### config.mk
export PLATFORM = sky130hd
export DESIGN_NAME = irpd_decoder
export DESIGN_NICKNAME = d
export VERILOG_FILES = /design/src/rtl/irpd_pkg.sv /design/src/rtl/irpd_filter.sv /design/src/rtl/irpd_tick.sv /design/src/rtl/irpd_core.sv /design/src/rtl/irpd_decoder.sv
export SDC_FILE = /design/constraint.sdc
export NUM_CORES = 1
export LEC_CHECK = 0
export CELL_PAD_IN_SITES_DETAIL_PLACEMENT = 1
export CELL_PAD_IN_SITES_GLOBAL_PLACEMENT = 2
export CORE_MARGIN = 3
export CORE_UTILIZATION = 34
export CTS_CLUSTER_DIAMETER = 100
export CTS_CLUSTER_SIZE = 30
export DETAILED_ROUTE_END_ITERATION = 8
export PLACE_DENSITY_LB_ADDON = 0.1
export SLEW_MARGIN = 20
export SYNTH_ARGS = -nofsm -noshare
export SYNTH_HDL_FRONTEND = slang
export SYNTH_SLANG_ARGS = --single-unit
### constraint.sdc
create_clock -name clk -period 2.9 [get_ports clk]
set_input_delay 0.29 -clock clk [delete_from_list [all_inputs] [get_ports clk]]
set_output_delay 0.29 -clock clk [all_outputs]
set_load 0.005 [all_outputs]
### src/rtl/irpd_pkg.sv
package irpd_pkg;

    typedef enum logic [1:0] {
        PH_IDLE   = 2'd0,
        PH_LMARK  = 2'd1,
        PH_LSPACE = 2'd2,
        PH_BITS   = 2'd3
    } phase_e;

    localparam logic [1:0] ADR_CTRL  = 2'd0;
    localparam logic [1:0] ADR_STAT  = 2'd1;
    localparam logic [1:0] ADR_FRAME = 2'd2;

    localparam int SB_RPT   = 0;
    localparam int SB_CERR  = 1;
    localparam int SB_DERR  = 2;
    localparam int SB_VALID = 3;
    localparam int SB_BUSY  = 4;
    localparam int SB_HELD  = 5;

endpackage

### src/rtl/irpd_filter.sv
module irpd_filter #(
    parameter int FLT_W = 3
) (
    input  logic             clk,
    input  logic             rst_n,
    input  logic             raw_n,
    input  logic [FLT_W-1:0] setting,
    output logic             lvl
);
    typedef struct packed {
        logic             s1;
        logic             s2;
        logic             lvl;
        logic [FLT_W-1:0] run;
    } flt_s;

    flt_s q, d;

    always_comb begin
        d    = q;
        d.s1 = raw_n;
        d.s2 = q.s1;
        if (q.s2 == q.lvl) begin
            d.run = '0;
        end else if (q.run == setting) begin
            d.lvl = q.s2;
            d.run = '0;
        end else begin
            d.run = q.run + 1'b1;
        end
    end

    always_ff @(posedge clk or negedge rst_n) begin
        if (!rst_n) q <= '{s1: 1'b1, s2: 1'b1, lvl: 1'b1, run: '0};
        else        q <= d;
    end

    assign lvl = q.lvl;

    // the output only moves after the synchronized input disagreed with it
    p_lvl_follows_input_r10: assert property (@(posedge clk) disable iff (!rst_n)
        !$stable(q.lvl) |-> $past(q.s2 != q.lvl));

endmodule

### src/rtl/irpd_tick.sv
module irpd_tick #(
    parameter int CYC_PER_US = 125,
    parameter int DIV_W      = 12
) (
    input  logic             clk,
    input  logic             rst_n,
    input  logic             run,
    input  logic [DIV_W-1:0] div,
    output logic             tick
);
    localparam int US_W = $clog2(CYC_PER_US + 1);
    localparam logic [US_W-1:0] US_LAST = US_W'(CYC_PER_US - 1);

    typedef struct packed {
        logic [US_W-1:0]  us;
        logic [DIV_W-1:0] dv;
        logic             tick;
    } tck_s;

    tck_s q, d;

    always_comb begin
        d      = q;
        d.tick = 1'b0;
        if (!run) begin
            d.us = '0;
            d.dv = '0;
        end else if (q.us == US_LAST) begin
            d.us = '0;
            if (q.dv >= div) begin
                d.dv   = '0;
                d.tick = 1'b1;
            end else begin
                d.dv = q.dv + 1'b1;
            end
        end else begin
            d.us = q.us + 1'b1;
        end
    end

    always_ff @(posedge clk or negedge rst_n) begin
        if (!rst_n) q <= '0;
        else        q <= d;
    end

    assign tick = q.tick;

    // with a divider above zero, ticks never land on consecutive clocks
    p_tick_gap_r1: assert property (@(posedge clk) disable iff (!rst_n)
        (run && div != '0 && $stable(div) && q.tick) |=> !q.tick);

endmodule

### src/rtl/irpd_core.sv
module irpd_core
    import irpd_pkg::*;
#(
    parameter int DATA_W    = 32,
    parameter int CNT_W     = 13,
    parameter int LM_MIN    = 400,
    parameter int LM_MAX    = 500,
    parameter int LS_MIN    = 200,
    parameter int LS_MAX    = 300,
    parameter int RP_MIN    = 80,
    parameter int RP_MAX    = 150,
    parameter int B0_MIN    = 40,
    parameter int B0_MAX    = 72,
    parameter int B1_MIN    = 90,
    parameter int B1_MAX    = 134,
    parameter int FRAME_MAX = 4000,
    localparam int LEN_W    = $clog2(DATA_W)
) (
    input  logic              clk,
    input  logic              rst_n,
    input  logic              run,
    input  logic              tick,
    input  logic              lvl,
    input  logic              msb_first,
    input  logic              one_en,
    input  logic [LEN_W-1:0]  len_m1,
    output logic              done,
    output logic              rpt,
    output logic [DATA_W-1:0] word,
    output logic              busy
);
    typedef struct packed {
        phase_e            phase;
        logic              prev;
        logic [CNT_W-1:0]  ivl;
        logic [CNT_W-1:0]  ftm;
        logic [LEN_W-1:0]  nbit;
        logic [DATA_W-1:0] sh;
        logic              done;
        logic              rpt;
    } core_s;

    core_s q, d;

    function automatic logic inwin(input logic [CNT_W-1:0] v, input int lo, input int hi);
        return (int'(v) >= lo) && (int'(v) <= hi);
    endfunction

    logic             fall, rise, bit_val, bit_ok;
    logic [CNT_W-1:0] ivl_inc, ftm_inc;

    always_comb begin
        fall    = q.prev & ~lvl;
        rise    = ~q.prev & lvl;
        ivl_inc = (tick && q.ivl != '1) ? q.ivl + 1'b1 : q.ivl;
        ftm_inc = (tick && q.ftm != '1) ? q.ftm + 1'b1 : q.ftm;
        bit_val = inwin(q.ivl, B1_MIN, B1_MAX);
        bit_ok  = inwin(q.ivl, B0_MIN, B0_MAX) || (one_en && bit_val);

        d      = q;
        d.prev = lvl;
        d.done = 1'b0;
        d.rpt  = 1'b0;
        d.ivl  = ivl_inc;
        d.ftm  = ftm_inc;

        if (!run) begin
            d.phase = PH_IDLE;
            d.ivl   = '0;
            d.ftm   = '0;
            d.nbit  = '0;
        end else begin
            unique case (q.phase)
                PH_IDLE: begin
                    d.ftm = '0;
                    d.ivl = '0;
                    if (fall) begin
                        d.phase = PH_LMARK;
                        d.sh    = '0;
                        d.nbit  = '0;
                    end
                end
                PH_LMARK: begin
                    if (rise) begin
                        d.ivl   = '0;
                        d.phase = inwin(q.ivl, LM_MIN, LM_MAX) ? PH_LSPACE : PH_IDLE;
                    end else if (int'(ivl_inc) > LM_MAX) begin
                        d.phase = PH_IDLE;
                    end
                end
                PH_LSPACE: begin
                    if (fall) begin
                        d.ivl = '0;
                        if (inwin(q.ivl, LS_MIN, LS_MAX)) begin
                            d.phase = PH_BITS;
                        end else begin
                            d.rpt   = inwin(q.ivl, RP_MIN, RP_MAX);
                            d.phase = PH_IDLE;
                        end
                    end else if (int'(ivl_inc) > LS_MAX) begin
                        d.phase = PH_IDLE;
                    end
                end
                PH_BITS: begin
                    if (fall) begin
                        d.ivl = '0;
                        if (!bit_ok) begin
                            d.phase = PH_IDLE;
                        end else begin
                            if (msb_first) d.sh = {q.sh[DATA_W-2:0], bit_val};
                            else           d.sh[q.nbit] = bit_val;
                            if (q.nbit == len_m1) begin
                                d.done  = 1'b1;
                                d.phase = PH_IDLE;
                            end else begin
                                d.nbit = q.nbit + 1'b1;
                            end
                        end
                    end else if (int'(ivl_inc) > B1_MAX) begin
                        d.phase = PH_IDLE;
                    end
                end
                default: d.phase = PH_IDLE;
            endcase
            if (q.phase != PH_IDLE && int'(ftm_inc) > FRAME_MAX && !d.done && !d.rpt)
                d.phase = PH_IDLE;
        end
    end

    always_ff @(posedge clk or negedge rst_n) begin
        if (!rst_n) begin
            q      <= '0;
            q.prev <= 1'b1;
        end else begin
            q <= d;
        end
    end

    assign done = q.done;
    assign rpt  = q.rpt;
    assign word = q.sh;
    assign busy = (q.phase != PH_IDLE);

    // a completed word only comes out of the bit phase
    p_done_from_bits_r3: assert property (@(posedge clk) disable iff (!rst_n)
        q.done |-> $past(q.phase == PH_BITS));
    // a repeat pulse only comes out of the leader space
    p_rpt_from_space_r4: assert property (@(posedge clk) disable iff (!rst_n)
        q.rpt |-> $past(q.phase == PH_LSPACE));
    // halting the decoder drops busy on the next clock
    p_halt_idles_r11: assert property (@(posedge clk) disable iff (!rst_n)
        !run |=> !busy);

endmodule

### src/rtl/irpd_decoder.sv
module irpd_decoder
    import irpd_pkg::*;
#(
    parameter int DATA_W     = 32,
    parameter int CYC_PER_US = 125,
    parameter int FLT_W      = 3,
    parameter int DIV_W      = 12,
    parameter int CNT_W      = 13,
    parameter int FRAME_MAX  = 4000
) (
    input  logic        clk,
    input  logic        rst_n,
    input  logic        ir_rx_n,
    input  logic [1:0]  reg_addr,
    input  logic [31:0] reg_wdata,
    input  logic        reg_we,
    input  logic        reg_re,
    output logic [31:0] reg_rdata,
    output logic        irq
);
    localparam int LEN_W = $clog2(DATA_W);

    typedef struct packed {
        logic              run;
        logic              clr;
        logic              msb;
        logic              hold;
        logic              one_en;
        logic [LEN_W-1:0]  len_m1;
        logic [FLT_W-1:0]  filt;
        logic [DIV_W-1:0]  div;
        logic              valid;
        logic              rptf;
        logic              cerr;
        logic              derr;
        logic              held;
        logic [DATA_W-1:0] frame;
    } regs_s;

    regs_s q, d;

    logic              lvl, tick, go;
    logic              core_done, core_rpt, core_busy;
    logic [DATA_W-1:0] core_word;

    assign go = q.run & ~q.clr;

    irpd_filter #(.FLT_W(FLT_W)) u_filter (
        .clk(clk), .rst_n(rst_n), .raw_n(ir_rx_n), .setting(q.filt), .lvl(lvl)
    );

    irpd_tick #(.CYC_PER_US(CYC_PER_US), .DIV_W(DIV_W)) u_tick (
        .clk(clk), .rst_n(rst_n), .run(go), .div(q.div), .tick(tick)
    );

    irpd_core #(.DATA_W(DATA_W), .CNT_W(CNT_W), .FRAME_MAX(FRAME_MAX)) u_core (
        .clk(clk), .rst_n(rst_n), .run(go), .tick(tick), .lvl(lvl),
        .msb_first(q.msb), .one_en(q.one_en), .len_m1(q.len_m1),
        .done(core_done), .rpt(core_rpt), .word(core_word), .busy(core_busy)
    );

    logic stat_rd, frame_rd;
    assign stat_rd  = reg_re && reg_addr == ADR_STAT;
    assign frame_rd = reg_re && reg_addr == ADR_FRAME;

    always_comb begin
        d = q;
        if (reg_we && reg_addr == ADR_CTRL) begin
            d.run    = reg_wdata[0];
            d.clr    = reg_wdata[1];
            d.msb    = reg_wdata[2];
            d.hold   = reg_wdata[3];
            d.one_en = reg_wdata[4];
            d.len_m1 = reg_wdata[5 +: LEN_W];
            d.filt   = reg_wdata[12 +: FLT_W];
            d.div    = reg_wdata[16 +: DIV_W];
        end
        if (stat_rd) begin
            d.valid = 1'b0;
            d.rptf  = 1'b0;
            d.cerr  = 1'b0;
            d.derr  = 1'b0;
        end
        if (frame_rd) d.held = 1'b0;
        if (core_done) begin
            d.valid = 1'b1;
            d.cerr  = core_word[15:8]  != ~core_word[7:0];
            d.derr  = core_word[31:24] != ~core_word[23:16];
            if (!(q.hold && d.held)) begin
                d.frame = core_word;
                d.held  = q.hold;
            end
        end
        if (core_rpt) d.rptf = 1'b1;
        if (q.clr) begin
            d.valid = 1'b0;
            d.rptf  = 1'b0;
            d.cerr  = 1'b0;
            d.derr  = 1'b0;
            d.held  = 1'b0;
            d.frame = '0;
        end
    end

    always_ff @(posedge clk or negedge rst_n) begin
        if (!rst_n) begin
            q        <= '0;
            q.one_en <= 1'b1;
            q.len_m1 <= LEN_W'(DATA_W - 1);
            q.filt   <= '1;
            q.div    <= DIV_W'(19);
        end else begin
            q <= d;
        end
    end

    always_comb begin
        reg_rdata = '0;
        unique case (reg_addr)
            ADR_CTRL: begin
                reg_rdata[0]              = q.run;
                reg_rdata[1]              = q.clr;
                reg_rdata[2]              = q.msb;
                reg_rdata[3]              = q.hold;
                reg_rdata[4]              = q.one_en;
                reg_rdata[5 +: LEN_W]     = q.len_m1;
                reg_rdata[12 +: FLT_W]    = q.filt;
                reg_rdata[16 +: DIV_W]    = q.div;
            end
            ADR_STAT: begin
                reg_rdata[SB_RPT]   = q.rptf;
                reg_rdata[SB_CERR]  = q.cerr;
                reg_rdata[SB_DERR]  = q.derr;
                reg_rdata[SB_VALID] = q.valid;
                reg_rdata[SB_BUSY]  = core_busy;
                reg_rdata[SB_HELD]  = q.held;
            end
            ADR_FRAME: reg_rdata = q.frame;
            default:   reg_rdata = '0;
        endcase
    end

    assign irq = q.valid | q.rptf;

    // a status read with no new event leaves the interrupt low
    p_read_clears_r8: assert property (@(posedge clk) disable iff (!rst_n)
        (stat_rd && !core_done && !core_rpt) |=> !irq);
    // a held word survives until the frame register is read
    p_hold_keeps_r9: assert property (@(posedge clk) disable iff (!rst_n)
        (q.hold && q.held && !frame_rd && !q.clr) |=> $stable(q.frame));
    // valid rises only after the core reported a finished frame
    p_valid_source_r3: assert property (@(posedge clk) disable iff (!rst_n)
        $rose(q.valid) |-> $past(core_done));
    // repeat flag rises only after a repeat leader
    p_rpt_source_r4: assert property (@(posedge clk) disable iff (!rst_n)
        $rose(q.rptf) |-> $past(core_rpt));

endmodule

======== Yosys cells after proc, flatten, opt, wreduce, memory -nomap -nowiden ========
Index checks and enable logic that the tools add are counted.
word-level totals
  flip-flop bits (word level) ............. 156
  bits of input ports ..................... 39
  output and inout port bits .............. 33
  logic and storage cells ................. 182
cells by class
  add/sub/neg operators ................... 6
  order comparisons ....................... 17
  equality and inequality tests ........... 28
  mux-type cells .......................... 60
  bitwise operators ....................... 10
  reductions and logical operators ........ 32
operators with widths
  cell                                                                                   count
  13-bit 2-to-1 mux                                                                      6
  38-bit 2-to-1 mux                                                                      2
  37-bit 2-to-1 mux                                                                      2
  37-bit one-hot mux with 2 select lines                                                 1
  13-bit one-hot mux with 3 select lines                                                 1
  35-bit 2-to-1 mux                                                                      1
  33-bit 2-to-1 mux                                                                      1
  32-bit bitwise mux                                                                     1
  32-bit 2-to-1 mux                                                                      1
  31-bit 2-to-1 mux                                                                      1
  2-bit 2-to-1 mux                                                                       15
  13-bit by 1-bit adder with 13-bit output (second input constant)                       2
  13-bit by 7-bit greater-or-equal comparator with 1-bit output (second input constant)  2
  13-bit by 9-bit greater-than comparator with 1-bit output (second input constant)      2
  13-bit by 8-bit less-or-equal comparator with 1-bit output (second input constant)     2
  13-bit by 9-bit less-or-equal comparator with 1-bit output (second input constant)     2
  13-bit inequality test (second input constant)                                         2
  12-bit one-hot mux with 2 select lines                                                 1
  19-bit 2-to-1 mux                                                                      1
  6-bit one-hot mux with 3 select lines                                                  1
  1-bit logical AND                                                                      16
  8-bit inequality test                                                                  2
  8-bit inverter                                                                         2
  3-bit inequality test (second input constant)                                          5
  45 further kinds                                                                       81

======== Longest topological paths before layout ========
  word-level depth ........................ 15
  gate-level depth with buffers ........... 11
  depth with buffers taken out ............ 10

======== Hierarchy ========
A second synthesis with hierarchy kept.
unflattened totals
  cell total of the unflattened synthesis .. 1053
  area, all modules ....................... 9587.9 µm²
by module, submodules not included
  module        times used  cells an instance  area each (µm²)  seq. area each (µm²)
  irpd_core     1           563                4799.6           1702.9
  irpd_decoder  1           310                3145.5           1566.5
  irpd_tick     1           161                1393.8           500.5
  irpd_filter   1           19                 249.0            153.9

======== Worst setup path before layout ========
Ideal clock, no wire load.
  path kind ............................... reg2reg
  from .................................... register u_core.q[53] in the netlist's numbering
  to ...................................... register u_core.q[66] in the netlist's numbering
  setup time .............................. 0.135 ns
  arrival time ............................ 2.655 ns
  data required time ...................... 2.765 ns
  slack ................................... 0.110 ns
  cell stages (with the launch flop) ...... 10
  buffers on the path ..................... 0
  period minus slack after synthesis ...... 2.790 ns
  cells stage by stage .................... dfrtp_1 ha_1 and3_1 and3_1 or4_4 a2111oi_4 o22ai_2 a2111oi_4 nor2b_1 a311oi_2
between the ends
  cells in the longest elaborated chain, start to end .. 13
RTL lines
  element                                                                            RTL line         RTL
  start, declared                                                                    irpd_core.sv:43  core_s q, d;
  branches (longest 13 deep; another with 13-bit by 1-bit adder with 13-bit output)  --
Several ways; the timed one is not identified. The select of a mux whose other input is x is not followed.
A chain may end at the register's enable or synchronous reset.

======== Final worst setup path ========
  from .................................... register u_core.q[53] in the netlist's numbering
  to ...................................... register u_core.q[67] in the netlist's numbering
Same word-level chain as after synthesis.

==> results.cfg <==
[run_status]
outcome = finished clean

[logic_synthesis]
synthCells = 964
yosys_most_used_dff = sky130_fd_sc_hd__dfrtp_1
syn_nets = 1026
synth_seq_area_share_pct = 43.7
synth_area_per_cell_um2 = 9.30
synth-warning-count = 0
synth_async_sr_flop_share_pct = 100
number_of_synthesized_flops_with_an_enable_pin = 0
ys_types = 67
number_of_synthesized_register_bits = 156
synth.cell_area_mm2 = 0.00897

[detailed_routing]
detail-route-antenna-nets = 0
dr.pass1.iters = 5
dr_total_vias = 7708
post-route-drc-count = 0
routedWlPerCell_um = 20.3
postRouteWirelength_mm = 28.2
drt_iter0_drcs = 479
via_per_inst = 5.55

[setup_path]
crit_required_ps = 3240
worstSetupEndpointType = flip-flop
reg2regPathDepth = 9
timing.critical_path.cells = ha_4, nand4_1, a311o_1, or3_4, a2111oi_4, o22ai_2, a2111oi_4, o211ai_1, a31oi_1
critPathKind = flip-flop to flip-flop
cp-start-kind = flip-flop
worstPathArrival_ps = 3120
worst_path_max_delay_cell = sky130_fd_sc_hd__a2111oi_4
critical-path-max-stage-delay_ps = 440
crit_path_max_fanout = 5
critical-path-top-cell-by-count = sky130_fd_sc_hd__a2111oi_4

[clock_network]
clockBufferDepth = 2
clock_tree_from_tritoncts = built
clk_transition_reported_paths_ps = 70
h-tree-depth = 4
cts_buffers = 17
clkSinkCount = 156
cts-root-buf = sky130_fd_sc_hd__clkbuf_16
clk_latency_ps = 430

[pwr]
power_density_mw_per_mm2 = 497
ir_worst_vdd_uv = 283
fin_total_pwr_mw = 5.41
total_leakage_power_nw = 4.57

[sta]
layout_min_cycle_time_ps = 2780
worst_slew_margin_rel_pct = 47.2
hold_viol = 0
max_freq_ghz = 0.360
report.final.slew_viol_count = 0
fin_skew_ps = 12.3
fin_ws_ps = 124
hold-worst-slack_ps = 272
worst_pin_slew_ps = 785
post-route-period-util_pct = 95.7
setup_viol = 0
grt_setup_unrepaired = yes

[layout]
layout_commonest_cell = sky130_fd_sc_hd__dfrtp_1
syn_to_final_growth_pct = 21.3
mostFrequentLayoutCells = sky130_fd_sc_hd__dfrtp_1, sky130_fd_sc_hd__nor2_1, sky130_fd_sc_hd__nand2_1
n_antenna_cell = 0
utilization_pct = 42.6
nets = 1107
final_layout_size_suffix_gt1_share_pct = 14.7

[placement]
numPortBuffers = 64
gp_congestion = 0.815
place_ws_ps = -28.9
post-dp-hpwl_mm = 19.8

[global_route]
grt_use_total_pct = 20.2
antenna_found_initial = 1
vias_in_the_first_global_route = 7922
gr-total-overflow = 0
first_pass_grt_wire_length_mm = 45.8
grt_start_max_net_pins = 69

[floorplan]
rows = 58
io_pins = 72
initial_core_util_pct = 35.1
die_width_um = 168
coreArea_mm2 = 0.0255
floorplan.die.height_um = 168
fp.dieArea_mm2 = 0.0284

[run]
max_cap_violations = 0

[min_path]
whs_path_depth = 1
hold_path.class = input port to flip-flop
cell families after synthesis:
group           Yosys count  synth area share, %
xor+xnor                 46                 4.49
buf+inv                  98                 4.32
fa+ha+maj                23                 3.21
compound gates          282                 22.1
flops                   156                 43.7
simple gates            318                 17.3
mux                      41                 4.78
Yosys cell counts (9+ instances only):
| library cell | number | area share, % |
|---|---|---|
| sky130_fd_sc_hd__inv_1 | 33 | 1.4 |
| sky130_fd_sc_hd__nor4_1 | 12 | 0.84 |
| sky130_fd_sc_hd__o221ai_1 | 9 | 0.88 |
| sky130_fd_sc_hd__clkbuf_1 | 55 | 2.3 |
| sky130_fd_sc_hd__nand3_1 | 24 | 1.3 |
| sky130_fd_sc_hd__a21oi_1 | 35 | 2.0 |
| sky130_fd_sc_hd__dfrtp_1 | 140 | 39 |
| sky130_fd_sc_hd__dfstp_2 | 16 | 4.7 |
| sky130_fd_sc_hd__and2_1 | 21 | 1.5 |
| sky130_fd_sc_hd__nor2_1 | 89 | 3.7 |
| sky130_fd_sc_hd__mux2_2 | 15 | 1.9 |
| sky130_fd_sc_hd__a22o_1 | 33 | 3.2 |
| sky130_fd_sc_hd__and3_1 | 12 | 0.84 |
| sky130_fd_sc_hd__a31oi_1 | 14 | 0.98 |
| sky130_fd_sc_hd__a22oi_1 | 30 | 2.5 |
| sky130_fd_sc_hd__o21ai_0 | 81 | 4.5 |
| sky130_fd_sc_hd__nor3_1 | 17 | 0.95 |
| sky130_fd_sc_hd__nor2b_1 | 22 | 1.5 |
| sky130_fd_sc_hd__nand2_1 | 82 | 3.4 |
| sky130_fd_sc_hd__o41ai_1 | 29 | 2.8 |
| sky130_fd_sc_hd__ha_1 | 23 | 3.2 |
| sky130_fd_sc_hd__xor2_1 | 14 | 1.4 |
| sky130_fd_sc_hd__xnor2_1 | 32 | 3.1 |
| sky130_fd_sc_hd__mux2i_1 | 26 | 2.9 |
layout make-up:
type / instances / area [um2]
fill: 2924 / 14700
multi-input combinational: 710 / 4720
clock buffer: 19 / 443
inverter: 33 / 124
timing repair buffer: 127 / 1140
clock inverter: 13 / 110
sequential: 156 / 3920
tap: 330 / 413
path summary, 6_finish.rpt:
kind | from | to | slack (ps)
max | u_core.q[53]$_DFF_PN0_ | u_core.q[67]$_DFFE_PN0P_ | 120
min | ir_rx_n | u_filter.d[4]$_DFF_PN1_ | 270
max reg2reg | u_core.q[53]$_DFF_PN0_ | u_core.q[67]$_DFFE_PN0P_ | 120
min reg2reg | u_filter.d[4]$_DFF_PN1_ | u_filter.q[4]$_DFF_PN1_ | 390
max in group asynchronous | rst_n | q[56]$_DFFE_PN1P_ | 1610
min in group asynchronous | rst_n | u_core.q[63]$_DFF_PN0_ | 440
state kept, by name (all words and copies together), names as in the netlist:
signal        count
u_filter.lvl      1
u_filter.d        1
u_core.done       1
u_core.q         34
u_core.rpt        1
u_filter.q        4
u_core.word      32
u_tick.q         19
q                62
u_tick.tick       1
routing by layer:
layer	up-vias	GRT usage [%]	share of wire [%]	wire length [um]
met5	-	0	0.046	13
met4	2	4.70	0.99	280
met3	21	3.64	3.9	1100
met2	149	30.6	45	12500
met1	3860	30.1	51	14200
li1	3676	-	-	-
per-stage QoR:
stage / area [um2] / setup TNS (ps) / std cells
floorplan: 8970 / 0 / 964
global placement: 10300 / 0 / 1354
detailed placement: 10300 / -38.7 / 1354
CTS: 10800 / 0 / 1387
global route: 10900 / -111 / 1388
finish: 10900 / 0 / 1388
where the power goes:
group | internal [mW] | switching, mW | total (mW)
sequential | 2.31 | 0.120 | 2.43
clock | 1.14 | 1.01 | 2.14
combinational | 0.349 | 0.485 | 0.834
total | 3.80 | 1.61 | 5.41
timing repair:
item | 4_1_cts | 5_1_grt
pin swaps | 1 | 9
buffers inserted | 0 | 1
hold buffers | 1 | 0
endpoints found under the hold margin | 56 | 0
resized for setup | 1 | 7
endpoints found under the setup margin | 2 | 32
worst max-delay path, delay by kind of cell (launching register included):
family                     cells  cell delay, ps
adders and majority gates      1             170
DFF                            1             400
and+or+nand+nor                2             450
AOI/OAI and AO/OA              6            1670
Note: power is estimated with default switching activity, not from simulation.
